--- src/rtl/owm_pkg.sv ---
package owm_pkg;

    typedef enum logic [1:0] {
        OP_RESET = 2'd0,
        OP_WRITE = 2'd1,
        OP_READ  = 2'd2,
        OP_TOUCH = 2'd3
    } owm_op_e;

    typedef enum logic [1:0] {
        SLOT_ONE  = 2'd0,
        SLOT_ZERO = 2'd1,
        SLOT_RST  = 2'd2
    } owm_slot_e;

    typedef enum logic [1:0] {
        SQ_IDLE = 2'd0,
        SQ_RUN  = 2'd1,
        SQ_PULL = 2'd2
    } owm_seq_e;

    // base budgets in microseconds, measured from slot start
    localparam int unsigned US_ONE_LOW    = 6;
    localparam int unsigned US_ZERO_LOW   = 60;
    localparam int unsigned US_BIT_SAMPLE = 15;
    localparam int unsigned US_BIT_TOTAL  = 70;
    localparam int unsigned US_RST_LOW    = 500;
    localparam int unsigned US_RST_SAMPLE = 570;
    localparam int unsigned US_RST_TOTAL  = 1000;

    typedef struct packed {
        logic [31:0] low;
        logic [31:0] smp;
        logic [31:0] total;
    } owm_timing_t;

    function automatic owm_timing_t slot_timing(owm_slot_e k, int unsigned coef);
        owm_timing_t r;
        case (k)
            SLOT_ZERO: begin
                r.low   = 32'(US_ZERO_LOW * coef);
                r.smp   = 32'(US_BIT_SAMPLE * coef);
                r.total = 32'(US_BIT_TOTAL * coef);
            end
            SLOT_RST: begin
                r.low   = 32'(US_RST_LOW * coef);
                r.smp   = 32'(US_RST_SAMPLE * coef);
                r.total = 32'(US_RST_TOTAL * coef);
            end
            default: begin
                r.low   = 32'(US_ONE_LOW * coef);
                r.smp   = 32'(US_BIT_SAMPLE * coef);
                r.total = 32'(US_BIT_TOTAL * coef);
            end
        endcase
        return r;
    endfunction

endpackage

--- src/rtl/owm_sync.sv ---
module owm_sync #(
    parameter int unsigned STAGES = 2
) (
    input  logic clk,
    input  logic rst,
    input  logic d,
    output logic q
);
    logic [STAGES-1:0] ff;

    generate
        if (STAGES == 1) begin : g_one
            always_ff @(posedge clk) begin
                if (rst) ff <= '1;
                else     ff <= d;
            end
        end else begin : g_chain
            always_ff @(posedge clk) begin
                if (rst) ff <= '1;
                else     ff <= {ff[STAGES-2:0], d};
            end
        end
    endgenerate

    assign q = ff[STAGES-1];
endmodule

--- src/rtl/owm_slot.sv ---
module owm_slot
    import owm_pkg::*;
#(
    parameter int unsigned COEF = 1
) (
    input  logic      clk,
    input  logic      rst,
    input  logic      us_tick,
    input  logic      start,
    input  owm_slot_e kind,
    input  logic      line_s,
    output logic      drive_low,
    output logic      active,
    output logic      done,
    output logic      smp_bit
);
    localparam int unsigned TW = $clog2(US_RST_TOTAL * COEF + 1);

    logic [TW-1:0] t;
    owm_slot_e     kind_q;
    owm_timing_t   tim;
    logic [TW-1:0] low_c, smp_c, end_c;

    always_comb begin
        tim   = slot_timing(kind_q, COEF);
        low_c = tim.low[TW-1:0];
        smp_c = TW'(tim.smp - 32'd1);
        end_c = TW'(tim.total - 32'd1);
    end

    assign drive_low = active && (t < low_c);
    assign done      = active && us_tick && (t == end_c);

    always_ff @(posedge clk) begin
        if (rst) begin
            active  <= 1'b0;
            t       <= '0;
            kind_q  <= SLOT_ONE;
            smp_bit <= 1'b1;
        end else if (start) begin
            active <= 1'b1;
            t      <= '0;
            kind_q <= kind;
        end else if (active && us_tick) begin
            t <= t + 1'b1;
            if (t == smp_c) smp_bit <= line_s;
            if (done) active <= 1'b0;
        end
    end

    // the sequencer must never restart a slot that is still running
    p_no_overlap_r2: assert property (@(posedge clk) disable iff (rst)
        start |-> !active);

    // a low phase only ever begins right after a start request
    p_low_after_start_r3: assert property (@(posedge clk) disable iff (rst)
        $rose(drive_low) |-> $past(start));
endmodule

--- src/rtl/owm_master.sv ---
module owm_master
    import owm_pkg::*;
#(
    parameter int unsigned COEF      = 1,
    parameter int unsigned BYTE_W    = 8,
    parameter int unsigned PU_W      = 8,
    parameter int unsigned US_PER_MS = 1000
) (
    input  logic              clk,
    input  logic              rst,
    input  logic              us_tick,
    input  logic              cmd_valid,
    output logic              cmd_ready,
    input  logic [1:0]        cmd_op,
    input  logic [BYTE_W-1:0] cmd_data,
    input  logic              pu_valid,
    input  logic [PU_W-1:0]   pu_ms,
    output logic              rsp_valid,
    output logic [BYTE_W-1:0] rsp_data,
    output logic              busy,
    output logic              bus_drive_low,
    input  logic              bus_in,
    output logic              strong_pu
);
    localparam int unsigned BIW = (BYTE_W > 1) ? $clog2(BYTE_W) : 1;
    localparam int unsigned PCW = PU_W + $clog2(US_PER_MS + 1);
    localparam logic [BIW-1:0] LAST_BIT = BIW'(BYTE_W - 1);

    owm_seq_e          st;
    owm_op_e           op_q;
    logic [BYTE_W-1:0] sh, res, res_next;
    logic [BIW-1:0]    bit_idx;
    logic              go, use_pu;
    logic [PU_W-1:0]   pend_ms, use_ms;
    logic [PCW-1:0]    pcnt, pull_last;
    owm_slot_e         kind;
    logic              line_s, s_active, s_done, s_smp, accept, last_slot, writes;

    owm_sync #(.STAGES(2)) u_sync (
        .clk(clk), .rst(rst), .d(bus_in), .q(line_s)
    );

    owm_slot #(.COEF(COEF)) u_slot (
        .clk(clk), .rst(rst), .us_tick(us_tick), .start(go), .kind(kind),
        .line_s(line_s), .drive_low(bus_drive_low), .active(s_active),
        .done(s_done), .smp_bit(s_smp)
    );

    assign cmd_ready = (st == SQ_IDLE);
    assign busy      = !cmd_ready;
    assign accept    = cmd_valid && cmd_ready;
    assign writes    = (owm_op_e'(cmd_op) == OP_WRITE) || (owm_op_e'(cmd_op) == OP_TOUCH);
    assign last_slot = (op_q == OP_RESET) || (bit_idx == LAST_BIT);
    assign pull_last = PCW'(use_ms) * PCW'(US_PER_MS) - 1'b1;
    assign strong_pu = (st == SQ_PULL) ||
                       (st == SQ_RUN && use_pu && bit_idx == LAST_BIT && s_active && !bus_drive_low);

    always_comb begin
        if (op_q == OP_RESET)     kind = SLOT_RST;
        else if (op_q == OP_READ) kind = SLOT_ONE;
        else                      kind = sh[bit_idx] ? SLOT_ONE : SLOT_ZERO;
    end

    always_comb begin
        res_next = res;
        if (op_q == OP_RESET) res_next = {{(BYTE_W-1){1'b0}}, s_smp};
        else                  res_next[bit_idx] = (kind == SLOT_ZERO) ? 1'b0 : s_smp;
    end

    always_ff @(posedge clk) begin
        if (rst) begin
            st        <= SQ_IDLE;
            op_q      <= OP_RESET;
            sh        <= '0;
            res       <= '0;
            bit_idx   <= '0;
            go        <= 1'b0;
            use_pu    <= 1'b0;
            use_ms    <= '0;
            pend_ms   <= '0;
            pcnt      <= '0;
            rsp_valid <= 1'b0;
            rsp_data  <= '0;
        end else begin
            go        <= 1'b0;
            rsp_valid <= 1'b0;
            case (st)
                SQ_IDLE: begin
                    if (accept) begin
                        st      <= SQ_RUN;
                        op_q    <= owm_op_e'(cmd_op);
                        sh      <= cmd_data;
                        res     <= '0;
                        bit_idx <= '0;
                        go      <= 1'b1;
                        use_pu  <= writes && (pend_ms != '0);
                        use_ms  <= pend_ms;
                        if (writes) pend_ms <= '0;
                    end else if (pu_valid) begin
                        pend_ms <= pu_ms;
                    end
                end
                SQ_RUN: begin
                    if (s_done) begin
                        res <= res_next;
                        if (last_slot) begin
                            if (use_pu) begin
                                st   <= SQ_PULL;
                                pcnt <= '0;
                            end else begin
                                st        <= SQ_IDLE;
                                rsp_valid <= 1'b1;
                                rsp_data  <= (op_q == OP_WRITE) ? '0 : res_next;
                            end
                        end else begin
                            bit_idx <= bit_idx + 1'b1;
                            go      <= 1'b1;
                        end
                    end
                end
                SQ_PULL: begin
                    if (us_tick) begin
                        if (pcnt == pull_last) begin
                            st        <= SQ_IDLE;
                            rsp_valid <= 1'b1;
                            rsp_data  <= (op_q == OP_WRITE) ? '0 : res;
                        end else begin
                            pcnt <= pcnt + 1'b1;
                        end
                    end
                end
                default: st <= SQ_IDLE;
            endcase
        end
    end

    // pull-up and active drive never overlap
    p_spu_excl_r9: assert property (@(posedge clk) disable iff (rst)
        !(bus_drive_low && strong_pu));

    // an accepted command makes the block busy on the next cycle
    p_accept_busy_r7: assert property (@(posedge clk) disable iff (rst)
        (cmd_valid && cmd_ready) |=> busy);

    // the response strobe coincides with the end of busy
    p_rsp_at_end_r8: assert property (@(posedge clk) disable iff (rst)
        rsp_valid |-> (!busy && $past(busy)));

    p_end_gives_rsp_r8: assert property (@(posedge clk) disable iff (rst)
        $fell(busy) |-> rsp_valid);

    // a running pull-up hold has already spent the pending request
    p_pu_spent_r10: assert property (@(posedge clk) disable iff (rst)
        (st == SQ_PULL) |-> (pend_ms == '0));
endmodule

--- config.mk ---
export PLATFORM = sky130hd
export DESIGN_NAME = owm_master
export DESIGN_NICKNAME = d
export VERILOG_FILES = /design/src/rtl/owm_pkg.sv /design/src/rtl/owm_sync.sv /design/src/rtl/owm_slot.sv /design/src/rtl/owm_master.sv
export SDC_FILE = /design/constraint.sdc
export NUM_CORES = 1
export LEC_CHECK = 0
export ABC_AREA = 1
export BUFFER_PORTS_ARGS = -buffer_cell sky130_fd_sc_hd__buf_2
export CORE_MARGIN = 2
export CORE_UTILIZATION = 35
export CTS_BUF_LIST = sky130_fd_sc_hd__clkbuf_4
export DETAILED_ROUTE_END_ITERATION = 6
export PLACE_DENSITY = 0.53
export SLEW_MARGIN = 10
export SYNTH_ARGS = -nofsm -noshare
export SYNTH_HDL_FRONTEND = slang
export SYNTH_SLANG_ARGS = --single-unit
--- constraint.sdc ---
create_clock -name clk -period 4.53 [get_ports clk]
set_input_delay 0.906 -clock clk [delete_from_list [all_inputs] [get_ports clk]]
set_output_delay 0.906 -clock clk [all_outputs]
set_load 0.005 [all_outputs]
==> impl_metrics.toml, run 1 <==
[outcome]
status = "complete, but fails checks"
violations = "setup timing"

[placed_design]
port_buffers = 36
dpl_worst_slack_ns = -0.305
hpwl_um = 13200
place.gp.congestion = 0.828

[worst_setup_path]
cp-end-kind = "flop"
criticalPathCategory = "reg2reg"
worst_setup_path_start_kind = "flop"
cp_data_required_time_ns = 4.93
worstPathArrival_ns = 5.02
crit_fanout = 13

[timing]
period_needed_ns = 4.62
final-hold-violation-count = 0
fin_setup_tns_ns = -1.68
rsz0062_at_grt = "yes"
fmax_mhz = 216
finalClockSkew_ns = 0.0294
fin_ws_ns = -0.0909
slew_violations = 0
worst_pin_slew_ns = 0.997
finalCritPeriodShare_pct = 102
setup-violations-final = 29
slew_headroom_pct = 33.3

[synthesis]
syn_area_mm2 = 0.00663
synthCells = 1003
ys_ff_latch = 84
synth_edf_count = 0
syn_nets = 1101
seq_area_frac_synth_pct = 25.4
yosys_warnings = 0
synth_cell_type_count = 35
async_reset_ff_share_pct = 0
synth.avg_cell_area_um2 = 6.61
synth-main-ff-cell = "dfxtp_1"

[job]
max_cap_viol_count = 0

[grt]
grt_pass1_wl_um = 29300
grt_pass1_vias = 6204
grt_overflow_total = 0
grt_max_degree = 32
grt_antenna_before_repair = 1
gr-usage-all-layers_pct = 18.0

[die]
coreArea_mm2 = 0.0186
die_x_um = 142
die_h_um = 142
io_pins = 37
die_area_mm2 = 0.0201
rows = 50
initial_core_util_pct = 35.6

[layout]
fin_nets = 1183
utilization_pct = 43.1
fill_cells = 2011
layout_commonest_cell = "nand2_1"
syn_to_final_growth_pct = 21.3
final_cell_mix = "nand2_1, inv_1, nor2_1"
drive_gt1_share_pct = 20.4

[clock_network]
hold_buffers = 0
h-tree-depth = 3
clkSlewWorstSetupHoldPaths_ns = 0.14
tritoncts = "built"
clockBufferDepth = 2
worst_skew_pair.late_latency_ns = 0.47
numClockSinks = 84
root_buffer = "clkbuf_4"
numCtsBuffers = 9

[detailed_routing]
drtIter0Drc = 331
antenna_left = 0
drt_first_pass_iters = 4
totalWireLength_um = 17400
drc = 0
wl_per_cell_um = 13.1
viasPerCell = 4.80
vias = 6352

[worst_hold_path]
min_path_type = "reg2reg"
cell type report:
class	count	area, um^2	share of cell area [%]
multi-input combinational	743	4710	58.6
sequential	84	1690	21.1
timing repair buffer	92	632	7.86
inverter	155	584	7.27
tap	234	293	3.64
clock buffer	9	67.6	0.840
clock inverter	6	55.1	0.685
antenna	1	2.50	0.0311
worst max-delay path: stages (launching register included):
cell	delay (ns)
dfxtp_4	0.38
fa_1	0.56
inv_1	0.06
fa_2	0.53
fa_1	0.40
inv_1	0.07
fa_1	0.44
ha_4	0.34
nand2_4	0.08
nor2_4	0.14
buf_4	0.12
buf_4	0.09
nand4_1	0.10
nand4_1	0.12
xor2_1	0.16
buf_4	0.15
inv_1	0.05
nand2_2	0.08
nand2_4	0.07
buf_12	0.13
nand3_4	0.11
buf_8	0.16
nand3_1	0.08
a21oi_1	0.15
registers in the layout (all words and copies together), names as in the netlist, 2 cells and up:
| name | count |
|---|---|
| u_slot.kind_q | 2 |
| pcnt | 18 |
| bit_idx | 3 |
| st | 2 |
| u_sync.ff | 2 |
| res | 8 |
| pend_ms | 8 |
| sh | 8 |
| op_q | 2 |
| use_ms | 8 |
| u_slot.t | 10 |
| rsp_data | 8 |
kinds of logic (layout without fill, tap and decap cells):
kind of cell,Yosys count,after routing,synth area share (%)
buf+inv,177,262,10.3
other cells,0,1,0
flops,84,84,25.4
fa+ha+maj,74,74,16.5
simple gates,513,514,34.2
xor+xnor,23,23,3.04
compound gates,132,132,10.6
through the flow:
stage / instances / hold WS [ns] / instance area [um^2]
2_1_floorplan: 1003 / 0.389 / 6660
3_3_place_gp: 1296 / 0.429 / 7380
3_5_place_dp: 1296 / 0.427 / 7380
4_1_cts: 1319 / 0.460 / 7730
5_1_grt: 1324 / 0.469 / 8040
6_report: 1324 / 0.451 / 8040
metal layers:
| layer | GRT usage [%] | up-vias | share of wire (%) |
|---|---|---|---|
| met5 | 0 | - | 0 |
| met4 | 5.95 | 0 | 0.86 |
| met3 | 1.65 | 10 | 1.7 |
| met2 | 30.8 | 66 | 48 |
| met1 | 24.1 | 2877 | 49 |
| li1 | - | 3399 | - |
timing repair:
| action | in CTS | in global routing |
|---|---|---|
| gates resized for setup | 46 | 68 |
| gates cloned | 1 | 0 |
| setup buffers | 7 | 4 |
| pin swaps | 37 | 29 |
| endpoints found under the setup margin | 29 | 29 |
synth_stat cells, drive strengths merged (5+ instances only):
library cell  number  area (um^2)
nand3            105          553
nor3              24          120
nor2             114          458
dfxtp             84         1680
clkbuf            18         67.6
nor4               5         31.3
inv              153          574
a21oi             78          390
or2                7         43.8
ha                52          651
o21ai             37          189
xor2              19          166
fa                22          440
o211ai             8         60.1
nand2            238          933
nand4             17          106
final timing paths:
| kind | depth (start not counted) | startpoint | slack [ns] | to |
|---|---|---|---|---|
| max | 23 | use_ms[1] | -0.09 | pcnt[9] |
| max reg2reg | 23 | use_ms[1] | -0.09 | pcnt[9] |
| min | 1 | u_sync.ff[0] | 0.45 | u_sync.ff[1] |
| min reg2reg | 1 | u_sync.ff[0] | 0.45 | u_sync.ff[1] |
Power of run 1 is left out: the tool's default activity adds up to more than one toggle a clock period on the data nets, which glitch-free logic cannot reach.
==> run 2: changes to the inputs <==
Settings changed: GPL_TIMING_DRIVEN set to 0.
==> impl_metrics.toml, run 2 (same netlist as run 1, synthesis figures left out) <==
[layout]
largest_register = "pcnt"
fill_cells = 1965
syn_to_final_growth_pct = 21.8
top_regs = "pcnt (18), u_slot.t (10)"
largest_reg_flops = 18
multi_input_area_mm2 = 0.00489
fin_nets = 1171
final_cell_mix = "nand2_1, inv_1, nor2_1"
regArea_mm2 = 0.00171
layout_commonest_cell = "nand2_1"
finalNonFillerCells = 1314
drive_gt1_share_pct = 21.8

[worst_hold_path]
whs_endpoint = "u_sync.ff[1]"
min_path_type = "reg2reg"
min_from = "u_sync.ff[0]"
min_path_cells = 1

[grt]
grt_overflow_total = 0
grt_max_degree = 15
grt_pass1_vias = 6137
grt_antenna_before_repair = 1
grt_pass1_wl_um = 29500
gr-usage-all-layers_pct = 18.2

[clock_network]
hold_buffers = 0
numCtsBuffers = 9
h-tree-depth = 3
tritoncts = "built"
clkSlewWorstSetupHoldPaths_ns = 0.16
clockBufferDepth = 2
root_buffer = "clkbuf_4"
worst_skew_pair.late_latency_ns = 0.47
numClockSinks = 84

[timing]
fin_ws_ns = -0.143
rsz0062_at_grt = "yes"
fmax_mhz = 214
setup-violations-final = 29
slew_violations = 0
slew_headroom_pct = 41.2
worst_pin_slew_ns = 0.879
finalClockSkew_ns = 0.0366
final-hold-violation-count = 0
finalCritPeriodShare_pct = 103
period_needed_ns = 4.67

[outcome]
status = "complete, but fails checks"
violations = "setup timing"

[die]
coreArea_mm2 = 0.0186
die_x_um = 142
die_h_um = 142
die_area_mm2 = 0.0201
rows = 50
io_pins = 37
initial_core_util_pct = 35.6

[detailed_routing]
drc = 0
drtIter0Drc = 297
wl_per_cell_um = 13.4
drt_first_pass_iters = 5
vias = 6372
totalWireLength_um = 17600
viasPerCell = 4.85
antenna_left = 0

[worst_setup_path]
criticalPathCategory = "reg2reg"
r2r_slack_ns = -0.14
rr_worst_depth = 25
cp-end-kind = "flop"
crit_fanout = 7
timing.rr.end = "rsp_data[0]"
r2r_start = "use_ms[3]"
worstPathArrival_ns = 5.05
cp_data_required_time_ns = 4.91
worst_setup_path_start_kind = "flop"

[job]
max_cap_viol_count = 0

[placed_design]
port_buffers = 34
place_inst = 1271
dpl_worst_slack_ns = -0.624
hpwl_um = 13500
place.gp.congestion = 0.825
[run 2: area by class of cell]
class / instances / area share (%)
timing repair buffer: 59 / 4.57
buffer: 22 / 1.27
antenna: 2 / 0.0620
multi-input combinational: 742 / 60.6
tap: 234 / 3.63
inverter: 155 / 7.31
sequential: 84 / 21.2
clock inverter: 6 / 0.480
clock buffer: 10 / 0.930
[run 2: critical path, cell delays in order (launching register included)]
cell,delay (ns)
dfxtp_4,0.40
fa_1,0.56
inv_2,0.04
fa_1,0.47
fa_1,0.53
inv_2,0.04
fa_2,0.45
ha_4,0.34
nand2_4,0.08
nor2_4,0.11
nand3_4,0.09
nand2_2,0.10
nand2_2,0.06
nand2_4,0.08
nand2_4,0.08
nor2_4,0.16
nand4_1,0.16
nand2_2,0.11
nand2_2,0.06
nand2_4,0.10
nand3_4,0.13
nand2_8,0.14
buf_6,0.13
nand3_2,0.06
nand2_1,0.08
nor2_1,0.04
[run 2: how the worst max path moves through the flow]
| stage | cells past startpoint | endpoint | startpoint | slack [ns] |
|---|---|---|---|---|
| 6_report | 25 | rsp_data[0] | use_ms[3] | -0.14 |
| 3_3_place_gp | 24 | rsp_data[6] | use_ms[3] | -0.59 |
| 4_1_cts | 25 | rsp_data[6] | use_ms[1] | -0.08 |
| 5_1_grt | 26 | pcnt[15] | use_ms[3] | -0.37 |
| 3_5_place_dp | 24 | rsp_data[5] | use_ms[3] | -0.62 |
| 2_1_floorplan | 25 | rsp_data[5] | use_ms[0] | 0.008 |
[run 2: metrics by stage]
step           setup TNS (ns)  area [um^2]  utilization (%)  hold WS (ns)
2_1_floorplan               0         6660                -         0.389
3_3_place_gp           -13.11         7120             38.2         0.402
3_5_place_dp           -14.33         7120             38.2         0.408
4_1_cts                 -1.67         7690             41.2         0.450
5_1_grt                 -9.55         8070             43.3         0.453
6_report                -3.03         8070             43.3         0.453
[run 2: repair_timing]
action,CTS,global route
endpoints found under the hold margin,0,0
pin swaps,47,67
cloned,2,0
gates resized for setup,85,92
endpoints found under the setup margin,29,29
buffers inserted,16,7
[run 2: layer usage]
layer,share of wire [%],up-vias,routed length [um],track usage [%]
met5,0,-,0,0
met3,2.6,19,448,2.36
met2,47,79,8330,31.0
met1,48,2886,8480,24.1
met4,1.7,0,305,5.53
li1,-,3388,-,-
Power of run 2 is left out for the same reason.
==> run 3: changes to the inputs <==
Settings changed: PLACE_DENSITY 0.53 to not set, PLACE_DENSITY_LB_ADDON set to 0.25.
==> impl_metrics.toml, run 3 (same netlist as run 1, synthesis figures left out) <==
[outcome]
status = "complete, but fails checks"
violations = "setup timing"

[die]
rows = 50
die_x_um = 142
die_h_um = 142
io_pins = 37
die_area_mm2 = 0.0201
initial_core_util_pct = 35.6
coreArea_mm2 = 0.0186

[worst_setup_path]
critPathTopFamily = "adder cells"
r2r_start = "use_ms[0]"
worstPathArrival_ns = 5.28
cp-startpoint = "use_ms[0]"
crit_fanout = 5
criticalPathCategory = "reg2reg"
crit_end = "pcnt[2]"
cp_data_required_time_ns = 4.93
crit_path_top_delay_cell = "fa_1"
path_cells = "fa_1 > inv_2 > fa_1 > fa_1 > inv_2 > fa_1 > ha_4 > buf_6 > nand3_4 > nand3_2 > nand2_4 > nor2_4 > nand3_4 > buf_12 > xnor2_1 > nor2_1 > nand2_1 > nor2_4 > nand3_4 > nand2_8 > buf_4 > buf_4 > nand2_1 > a21oi_2"
path_depth = 24
cp-end-kind = "flop"
max_stage_delay_ns = 0.58
worst_setup_path_start_kind = "flop"
r2r_slack_ns = -0.35
timing.rr.end = "pcnt[2]"
path_common_cell = "fa_1"
rr_worst_depth = 24
worstPathBufferInverterCount = 6

[detailed_routing]
drt_first_pass_iters = 6
wl_per_cell_um = 13.8
vias = 6552
antenna_left = 0
drtIter0Drc = 409
viasPerCell = 4.92
drc = 0
totalWireLength_um = 18300

[layout]
fin_nets = 1191
syn_to_final_growth_pct = 25.5
top_regs = "pcnt (18), u_slot.t (10)"
regArea_mm2 = 0.00171
multi_input_area_mm2 = 0.00483
final_cell_mix = "nand2_1, inv_1, nor2_1"
fill_cells = 1929
layout_commonest_cell = "nand2_1"
largest_reg_flops = 18
utilization_pct = 44.6
drive_gt1_share_pct = 22.8
largest_register = "pcnt"
finalNonFillerCells = 1333

[clock_network]
root_buffer = "clkbuf_4"
clkSlewWorstSetupHoldPaths_ns = 0.15
numClockSinks = 84
clockBufferDepth = 2
numCtsBuffers = 9
tritoncts = "built"
hold_buffers = 0
worst_skew_pair.late_latency_ns = 0.49
h-tree-depth = 3

[pwr]
power.density_mw_per_mm2 = 857
total_power_mw = 7.13
total_leakage_power_nw = 3.64
vdd_drop_max_v = 0.000536

[timing]
fmax_mhz = 205
hold_slack_ns = 0.428
finalClockSkew_ns = 0.0260
final-hold-violation-count = 0
worst_pin_slew_ns = 1.08
fin_setup_tns_ns = -7.86
setup-violations-final = 29
fin_ws_ns = -0.350
period_needed_ns = 4.88
slew_violations = 0
rsz0062_at_grt = "yes"
slew_headroom_pct = 27.5
finalCritPeriodShare_pct = 108

[placed_design]
place.gp.congestion = 0.849
port_buffers = 34
place_inst = 1271
hpwl_um = 13700

[worst_hold_path]
min_path_type = "reg2reg"

[grt]
grt_max_degree = 15
grt_overflow_total = 0
grt_pass1_wl_um = 30700
grt_pass1_vias = 6478
gr-usage-all-layers_pct = 18.9
grt_antenna_before_repair = 1

[job]
max_cap_viol_count = 0
run 3: changes by cell type in the layout (fill, tap and decap cells not counted), moves of 4 or more:
| cell | delta |
|---|---|
| buf_4 | +8 |
| nand3_2 | +5 |
| a21oi_2 | +7 |
| nand2_4 | -4 |
| buf_12 | +5 |
| nand2_1 | +4 |
| a21oi_1 | -5 |
| nand3_1 | -4 |
run 3: what timing repair did:
action	in CTS	in global routing
buffers inserted	33	11
cloned	2	1
pin swaps	42	41
setup endpoints to repair	29	29
gates resized for setup	89	80
run 3: worst reg2reg max path: stages (launching register included):
cell and delay (ns):
dfxtp_4 0.37, fa_1 0.58, inv_2 0.05, fa_1 0.47, fa_1 0.53, inv_2 0.04
fa_1 0.49, ha_4 0.35, buf_6 0.13, nand3_4 0.07, nand3_2 0.09, nand2_4 0.07
nor2_4 0.16, nand3_4 0.12, buf_12 0.14, xnor2_1 0.11, nor2_1 0.10, nand2_1 0.09
nor2_4 0.18, nand3_4 0.14, nand2_8 0.12, buf_4 0.12, buf_4 0.11, nand2_1 0.06
a21oi_2 0.12
run 3: per-layer routing:
layer / global-route usage, % / up-vias / routed length, um
li1: - / 3426 / -
met4: 6.42 / 0 / 367
met3: 2.97 / 24 / 562
met5: 0 / - / 0
met1: 23.6 / 3010 / 8510
met2: 33.2 / 92 / 8900
run 3: worst min-delay path by stage:
stage / cells past startpoint / start / to / slack, ns
floorplan: 1 / u_sync.ff[0] / u_sync.ff[1] / 0.39
global placement: 1 / u_sync.ff[0] / u_sync.ff[1] / 0.39
detailed placement: 1 / u_sync.ff[0] / u_sync.ff[1] / 0.40
CTS: 1 / u_sync.ff[0] / u_sync.ff[1] / 0.43
global route: 1 / u_sync.ff[0] / u_sync.ff[1] / 0.46
finish: 1 / u_sync.ff[0] / u_sync.ff[1] / 0.43
run 3: report_power, final:
group	total (mW)	switching, mW	internal (mW)
clock network	0.504	0.284	0.220
logic	5.68	3.40	2.28
registers	0.945	0.0880	0.857
run 3: through the flow:
stage / setup slack, ns / instance area, um^2
CTS: -0.191 / 7960
floorplan: 0.00768 / 6660
global route: -0.506 / 8320
detailed placement: -0.597 / 7120
finish: -0.350 / 8320
global placement: -0.577 / 7120
run 3: final cells by class:
cell class	instances	share of cell area (%)
Timing Repair Buffer	79	7.47
Antenna cell	1	0.0301
Sequential cell	84	20.5
Tap cell	234	3.52
Clock buffer	9	0.812
Multi-Input combinational cell	742	58.1
Buffer	22	1.37
Inverter	155	7.10
Clock inverter	7	1.10
(Power assumes the default switching activity.)
